<file path="src/rtl/fpc_pkg.sv">
package fpc_pkg;
  typedef enum logic [1:0] {
    PM_ACTIVE   = 2'd0,
    PM_AUTOSAVE = 2'd1,
    PM_STANDBY  = 2'd2,
    PM_DEEP     = 2'd3
  } pmode_e;
endpackage

</file>
<file path="src/rtl/fpc_recov_timer.sv">
// Down-counter that reloads while power-down is held and reports ready at zero.
module fpc_recov_timer #(
  parameter int CYCLES = 6
) (
  input  logic clk,
  input  logic por_n,
  input  logic pd_n,
  output logic ready
);
  localparam int CW = $clog2(CYCLES + 1);
  localparam logic [CW-1:0] LOAD = CW'(CYCLES);

  logic [CW-1:0] cnt_q;

  always_ff @(posedge clk or negedge por_n) begin
    if (!por_n)              cnt_q <= LOAD;
    else if (!pd_n)          cnt_q <= LOAD;
    else if (cnt_q != '0)    cnt_q <= cnt_q - 1'b1;
  end

  assign ready = (cnt_q == '0);
endmodule

</file>
<file path="src/rtl/fpc_idle_detect.sv">
// Address change detection and post-read idle counting.
module fpc_idle_detect #(
  parameter int AW       = 8,
  parameter int IDLE_CYC = 4
) (
  input  logic          clk,
  input  logic          por_n,
  input  logic          pd_n,
  input  logic          cs_n,
  input  logic [AW-1:0] addr,
  input  logic          read_now,
  output logic          addr_chg,
  output logic          idle_hit
);
  localparam int IW = $clog2(IDLE_CYC + 1);
  localparam logic [IW-1:0] ILIM = IW'(IDLE_CYC);

  logic [AW-1:0] addr_q;
  logic          rd_seen_q;
  logic [IW-1:0] idle_q;
  logic          off;

  assign addr_chg = (addr != addr_q);
  assign off      = !pd_n || cs_n;
  assign idle_hit = (idle_q == ILIM);

  always_ff @(posedge clk or negedge por_n) begin
    if (!por_n) begin
      addr_q    <= '0;
      rd_seen_q <= 1'b0;
      idle_q    <= '0;
    end else begin
      addr_q <= addr;
      if (off)           rd_seen_q <= 1'b0;
      else if (read_now) rd_seen_q <= 1'b1;
      else if (addr_chg) rd_seen_q <= 1'b0;
      if (off || addr_chg || !rd_seen_q) idle_q <= '0;
      else if (idle_q != ILIM)           idle_q <= idle_q + 1'b1;
    end
  end
endmodule

</file>
<file path="src/rtl/fpc_mode_fsm.sv">
// Mode selection with pin priority, abort, status clear and invalid-data flag.
module fpc_mode_fsm
  import fpc_pkg::*;
(
  input  logic   clk,
  input  logic   por_n,
  input  logic   pd_n,
  input  logic   cs_n,
  input  logic   pe_busy,
  input  logic   addr_chg,
  input  logic   idle_hit,
  output pmode_e mode,
  output logic   pe_abort,
  output logic   sts_clear,
  output logic   data_invalid
);
  pmode_e mode_q, mode_d;
  logic   por_done_q, busy_q, abort_q, clr_q, inval_q;
  logic   enter_deep, abort_d;

  assign enter_deep = !pd_n && (mode_q != PM_DEEP);
  assign abort_d    = enter_deep && pe_busy;

  always_comb begin
    if (!pd_n)                                mode_d = PM_DEEP;
    else if (cs_n)                            mode_d = pe_busy ? PM_ACTIVE : PM_STANDBY;
    else if (addr_chg)                        mode_d = PM_ACTIVE;
    else if (mode_q == PM_AUTOSAVE || idle_hit) mode_d = PM_AUTOSAVE;
    else                                      mode_d = PM_ACTIVE;
  end

  always_ff @(posedge clk or negedge por_n) begin
    if (!por_n) begin
      mode_q     <= PM_DEEP;
      por_done_q <= 1'b0;
      busy_q     <= 1'b0;
      abort_q    <= 1'b0;
      clr_q      <= 1'b0;
      inval_q    <= 1'b0;
    end else begin
      mode_q     <= mode_d;
      por_done_q <= 1'b1;
      busy_q     <= pe_busy;
      abort_q    <= abort_d;
      clr_q      <= !por_done_q || enter_deep;
      if (abort_d)                inval_q <= 1'b1;
      else if (pe_busy && !busy_q) inval_q <= 1'b0;
    end
  end

  assign mode         = mode_q;
  assign pe_abort     = abort_q;
  assign sts_clear    = clr_q;
  assign data_invalid = inval_q;
endmodule

</file>
<file path="src/rtl/flash_pwr_ctrl.sv">
module flash_pwr_ctrl
  import fpc_pkg::*;
#(
  parameter int AW       = 8,
  parameter int IDLE_CYC = 4,
  parameter int RD_REC   = 6,
  parameter int WR_REC   = 10
) (
  input  logic          clk,
  input  logic          por_n,
  input  logic          cs_n,
  input  logic          oe_n,
  input  logic          we_n,
  input  logic          pd_n,
  input  logic [AW-1:0] addr,
  input  logic          pe_busy,
  output logic [1:0]    mode,
  output logic          dq_oe,
  output logic          pe_abort,
  output logic          sts_clear,
  output logic          data_invalid,
  output logic          rd_ready,
  output logic          wr_ready
);
  pmode_e cur_mode;
  logic   addr_chg, idle_hit, read_now;

  assign read_now = (cur_mode == PM_ACTIVE || cur_mode == PM_AUTOSAVE) &&
                    !cs_n && pd_n && !oe_n && we_n && rd_ready;

  fpc_recov_timer #(.CYCLES(RD_REC)) u_rd_rec (
    .clk(clk), .por_n(por_n), .pd_n(pd_n), .ready(rd_ready));

  fpc_recov_timer #(.CYCLES(WR_REC)) u_wr_rec (
    .clk(clk), .por_n(por_n), .pd_n(pd_n), .ready(wr_ready));

  fpc_idle_detect #(.AW(AW), .IDLE_CYC(IDLE_CYC)) u_idle (
    .clk(clk), .por_n(por_n), .pd_n(pd_n), .cs_n(cs_n), .addr(addr),
    .read_now(read_now), .addr_chg(addr_chg), .idle_hit(idle_hit));

  fpc_mode_fsm u_fsm (
    .clk(clk), .por_n(por_n), .pd_n(pd_n), .cs_n(cs_n), .pe_busy(pe_busy),
    .addr_chg(addr_chg), .idle_hit(idle_hit), .mode(cur_mode),
    .pe_abort(pe_abort), .sts_clear(sts_clear), .data_invalid(data_invalid));

  assign mode  = cur_mode;
  assign dq_oe = read_now;
endmodule

</file>
<file path="config.mk">
export PLATFORM = sky130hd
export DESIGN_NAME = flash_pwr_ctrl
export DESIGN_NICKNAME = d
export VERILOG_FILES = /design/src/rtl/fpc_pkg.sv /design/src/rtl/fpc_recov_timer.sv /design/src/rtl/fpc_idle_detect.sv /design/src/rtl/fpc_mode_fsm.sv /design/src/rtl/flash_pwr_ctrl.sv
export SDC_FILE = /design/constraint.sdc
export NUM_CORES = 1
export LEC_CHECK = 0
export ABC_CLOCK_PERIOD_IN_PS = 4000
export BUFFER_PORTS_ARGS = -buffer_cell sky130_fd_sc_hd__buf_4
export CORE_MARGIN = 2
export CORE_UTILIZATION = 40
export DETAILED_ROUTE_END_ITERATION = 8
export SYNTH_ARGS = -nofsm -noshare
export SYNTH_HDL_FRONTEND = slang
export SYNTH_HIERARCHICAL = 1
export SYNTH_SLANG_ARGS = --single-unit
export TNS_END_PERCENT = 5
</file>
<file path="constraint.sdc">
create_clock -name clk -period 4 [get_ports clk]
set_clock_uncertainty 0.1 [all_clocks]
set_input_delay 0.2 -clock clk [delete_from_list [all_inputs] [get_ports clk]]
set_output_delay 0.2 -clock clk [all_outputs]
set_load 0.01 [all_outputs]
</file>
# Word level (Yosys, flattened, before mapping)
# Index checks and enable logic that the tools add are counted.
# Widths: inputs -> output; s select.
# classes
addsub	3
n_eq_ne	7
n_mux	16
reduce_logical	28
# ops
operator	count
$mux 3	4
$logic_and 1x1->1	8
$mux 2	4
$mux 4	2
$ne 8x8->1	1
$logic_not 1->1	6
$logic_or 1x1->1	6
$mux 1	6
$reduce_bool 3->1	2
$logic_not 4->1	1
$ne 2x1->1 const B	2
$reduce_bool 2->1	2
$reduce_bool 4->1	1
$sub 4x1->4 const B	1
$add 3x1->3 const B	1
$eq 3x3->1 const B	1
$logic_not 3->1	1
$ne 3x3->1 const B	1
$sub 3x1->3 const B	1
$eq 2x1->1 const B	1
$logic_not 2->1	1
$ne 2x2->1 const B	1
# word_totals
ff_bits	26
inputBits	15
output_inout_bits	8
elab_cells	65

# Depth between registers and ports, before layout
# logic_depth
ltp_word	9
depth_mapped	7
ltp_nobuf	7

# Hierarchy
# The synthesis kept the hierarchy.
# modules_own_cells
mod	n_inst	cells_per_inst	area_per_inst_um2
fpc_idle_detect	1	40	500.5
fpc_mode_fsm	1	19	249.0
fpc_recov_timer (u_wr_rec)	1	22	232.7
fpc_recov_timer (u_rd_rec)	1	17	190.2
flash_pwr_ctrl	1	2	18.8

# Worst setup path before layout
# No wires, ideal clock.
# synth_timing
path_kind	register to register
start	register u_rd_rec.cnt_q[0]
end	register u_idle.rd_seen_q
t_arrival_ns	1.264
required_ns	3.804
path_slack_ns	2.540
stages_incl_launch_ff	8
n_path_buf	0
synth_period_minus_slack_ns	1.460
cell_sequence	dfrtp_1 -> inv_1 -> ha_1 -> nor2b_4 -> nand4b_1 -> nor3_2 -> nand2_1 -> o31ai_1
# synth_between
elab_chain_len	4
# synth_lines
item	line_no	source
start: declaration	fpc_recov_timer.sv:13	logic [CW-1:0] cnt_q;
start signal: assignment	fpc_recov_timer.sv:18	else if (cnt_q != '0) cnt_q <= cnt_q - 1'b1;
$logic_not 3->1 *	fpc_recov_timer.sv:21	assign ready = (cnt_q == '0);
net rd_ready	flash_pwr_ctrl.sv:22	output logic rd_ready,
$logic_and 1x1->1 *	flash_pwr_ctrl.sv:29	!cs_n && pd_n && !oe_n && we_n && rd_ready;
net dq_oe	flash_pwr_ctrl.sv:18	output logic dq_oe,
$mux 1	fpc_idle_detect.sv:35	else if (read_now) rd_seen_q <= 1'b1;
$mux 1	fpc_idle_detect.sv:34	if (off) rd_seen_q <= 1'b0;
end signal: assignment	fpc_idle_detect.sv:34	
end signal: assignment	fpc_idle_detect.sv:35	
end signal: assignment	fpc_idle_detect.sv:36	else if (addr_chg) rd_seen_q <= 1'b0;
end: declaration	fpc_idle_detect.sv:19	logic rd_seen_q;
# Mark *: on every way through the listed nets, which the timed path passes. The rest lies on a longest branch.
# A chain may end at the register's enable or synchronous reset.

# Worst setup path in the final report
# layout_timing
start	register u_rd_rec.cnt_q[0]
end	output dq_oe
# layout_between
elab_chain_len	2
# layout_lines
item	line_no
$logic_not 3->1	fpc_recov_timer.sv:21
$logic_and 1x1->1	flash_pwr_ctrl.sv:29
end: declaration	flash_pwr_ctrl.sv:18
# No other way between the ends.

==> impl_metrics.toml <==
[run_status]
status = "complete, no violations"

[clocking]
cts_buffers = 3
hold_buffers = 11
cts_tree = "done"
path_clk_slew_ns = 0.13
clk-insertion-delay-late_ns = 0.32
cts_resized = 0
htreeDepth = 1
cts_setup_buffers = 0
clock_tree.buffer_depth = 2
cts-root-buf = "clkbuf_4"
cts_num_sinks = 26

[logic_synthesis]
netlist_instances = 100
ys_ff_latch = 26
synth_top_family_by_area = "simple AND/OR/NAND/NOR gates"
ys_async_sr_fraction_pct = 100
synthFlopType = "dfrtp_1"
synth_edf_count = 0
syn-cell-area_um2 = 1190
synth-compound-area-share_pct = 5.04
synthMuxAreaShare_pct = 3.78
ys_seq_area_share_pct = 55.3
synth_area_leaders = "dfrtp_1 (42%), dfstp_2 (13%), xnor2_1 (7.4%)"
synth_warnings = 6
synth_fa_ha_area_share_pct = 6.30
synth-xor-area-share_pct = 7.35
syn_avg_cell_area_um2 = 11.9
ys_types = 33
synth-simple-area-share_pct = 19.1
yosys.area.top_type = "dfrtp_1"
synth_nets = 121
synth_top_area_share_pct = 42.0

[final_layout]
seq_area_um2 = 658
synthToLayoutAreaGrowth_pct = 30.8
num-fill-cells = 243
final_nets = 159
diodes = 0
drive_gt1_share_pct = 27.7
multi_input_area_um2 = 499

[floorplan]
num_rows = 19
die_x_um = 58.6
dieArea_um2 = 3430
fp.dieH_um = 58.6
start_util_pct = 42.8
core-area_um2 = 2780
num_io_pins = 23

[job]
cap_violations = 0

[power]
leakagePower_uw = 0.000704
ir_drop_mv = 0.223
cellPowerDensity_nw_per_um2 = 372

[place]
place_hpwl_um = 1420
gp_congestion = 0.732
io_buffers = 22

[routing]
vias_per_cell = 4.78
drtAntennaViolNets = 0
avgRoutedWirePerCell_um = 11.7
drt_iter0_drc = 22
dr.pass1.iters = 3
wirelength_um = 1970
drc = 0
vias = 803

[setup_path]
crit_path_top_delay_cell = "dfrtp_1"
required_ns = 3.70
end_kind = "output pin"
path_delay_family = "simple AND/OR/NAND/NOR gates"
crit_chain = "inv_1 -> ha_1 -> nor2b_4 -> nand4b_1 -> nor3_2 -> buf_4"
crit_type = "flip-flop to output pin"
path_buf_inv = 2
cp.arrival_ns = 1.64
cp_slowest_stage_delay_ns = 0.42
critPathLaunchType = "flip-flop"
cp_max_fo = 4
r2r_slack_ns = 2.50

[global_route]
met2_usage_pct = 22.5
grt_pass1_wl_um = 3390
met3_usage_pct = 2.42
grt_pass1_vias = 835
grt_antenna_before_repair = 0
grt_max_degree = 27
top_usage_layer = "met2"
grt_usage_pct = 13.2
grt_remaining_overflow = 0
grt_use_met1_pct = 16.1

[timing]
finalCritPeriodShare_pct = 48.4
holdWs_ns = 0.0268
fin_crit_ns = 1.94
slew_violations = 0
fmax_mhz = 516
timing.setup.tns_ns = 0
finalHoldViolCount = 0
rsz0062_at_grt = "no"
finalSetupViolCount = 0

[min_path]
min_path_type = "input pin to flip-flop"
per-layer routing:
metal | up-vias | wire length [um]
li1 | 406 | -
met1 | 377 | 904
met2 | 18 | 959
met3 | 2 | 90
met4 | 0 | 15
met5 | - | 0
synthesized netlist by cell type, types with 2 or more instances:
library cell  count
nand3b_1          2
dfstp_2           6
ha_1              6
xnor2_1          10
nand2b_1          6
nand2_1           7
nor2_1            2
nor2b_1           2
o21ai_0           3
inv_1             9
dfrtp_1          20
nor4_1            3
mux2i_1           3
nand4_1           2
power by group:
part / total (uW) / switching, uW / internal, uW
sequential: 303 / 14.5 / 289
combinational: 98.1 / 42.0 / 56.1
clock: 177 / 76.1 / 101
total: 579 / 133 / 446
worst paths after layout:
path / start / end / depth (start not counted)
worst max-delay path: u_rd_rec/cnt_q[0] / dq_oe / 6
worst min-delay path: pd_n / u_wr_rec/cnt_q[3] / 2
worst max register to register: u_idle/addr_q[6] / u_fsm/mode[0] / 5
worst min register to register: u_fsm/por_done_q / u_fsm/sts_clear / 1
max in group asynchronous: por_n / u_wr_rec/cnt_q[3] / 2
min in group asynchronous: por_n / u_idle/addr_q[1] / 2
cell usage in the layout, fill, tap and decap left out:
cell type,n
buf_4,22
dfrtp_1,20
dlygate4sd3_1,11
xnor2_1,10
inv_1,9
nand2_1,7
nand2b_1,6
dfstp_2,6
ha_1,6
clkbuf_4,3
o21ai_0,3
nor4_1,3
mux2i_1,3
nor2b_1,2
nand4_1,2
nand3b_1,2
nor2_1,2
nand4b_1,1
nor3_2,1
bufinv_16,1
o31a_1,1
a21oi_1,1
and2_2,1
a22o_2,1
conb_1,1
or2_1,1
o31ai_1,1
nor2b_4,1
mux2_4,1
or3b_1,1
or2b_1,1
nand3_1,1
nor3b_4,1
nor3_1,1
a31oi_1,1
and2_1,1
a21boi_0,1
flip-flops by register name, indices dropped and copies added (netlist names):
signal              count
u_idle/addr_q           8
u_wr_rec/cnt_q          4
u_idle/idle_q           3
u_rd_rec/cnt_q          3
u_fsm/mode              2
u_fsm/busy_q            1
u_fsm/data_invalid      1
u_fsm/pe_abort          1
u_fsm/por_done_q        1
u_fsm/sts_clear         1
u_idle/rd_seen_q        1
logic make-up after synthesis:
logic type	Yosys count
xor+xnor	10
other cells	1
fa+ha+maj	6
flops	26
compound gates	9
simple gates	35
buf+inv	9
mux	4
area by class of cell:
cell class / count / share of cell area, %
multi-input combinational: 65 / 32.0
clock buffer: 3 / 1.45
clock inverter: 1 / 1.93
tap: 31 / 2.49
timing repair buffer: 33 / 17.7
inverter: 9 / 2.17
sequential: 26 / 42.2
per-stage QoR:
stage	power (uW)	setup WS [ns]	util, %	instance area (um2)	std cells
2_1_floorplan	361	2.54	-	1190	100
4_1_cts	591	2.03	56.0	1560	168
5_1_grt	614	1.92	56.0	1560	168
3_5_place_dp	399	2.42	50.2	1400	153
3_3_place_gp	395	2.52	50.2	1400	153
6_report	579	2.06	56.0	1560	168
(Power assumes the default switching activity.)
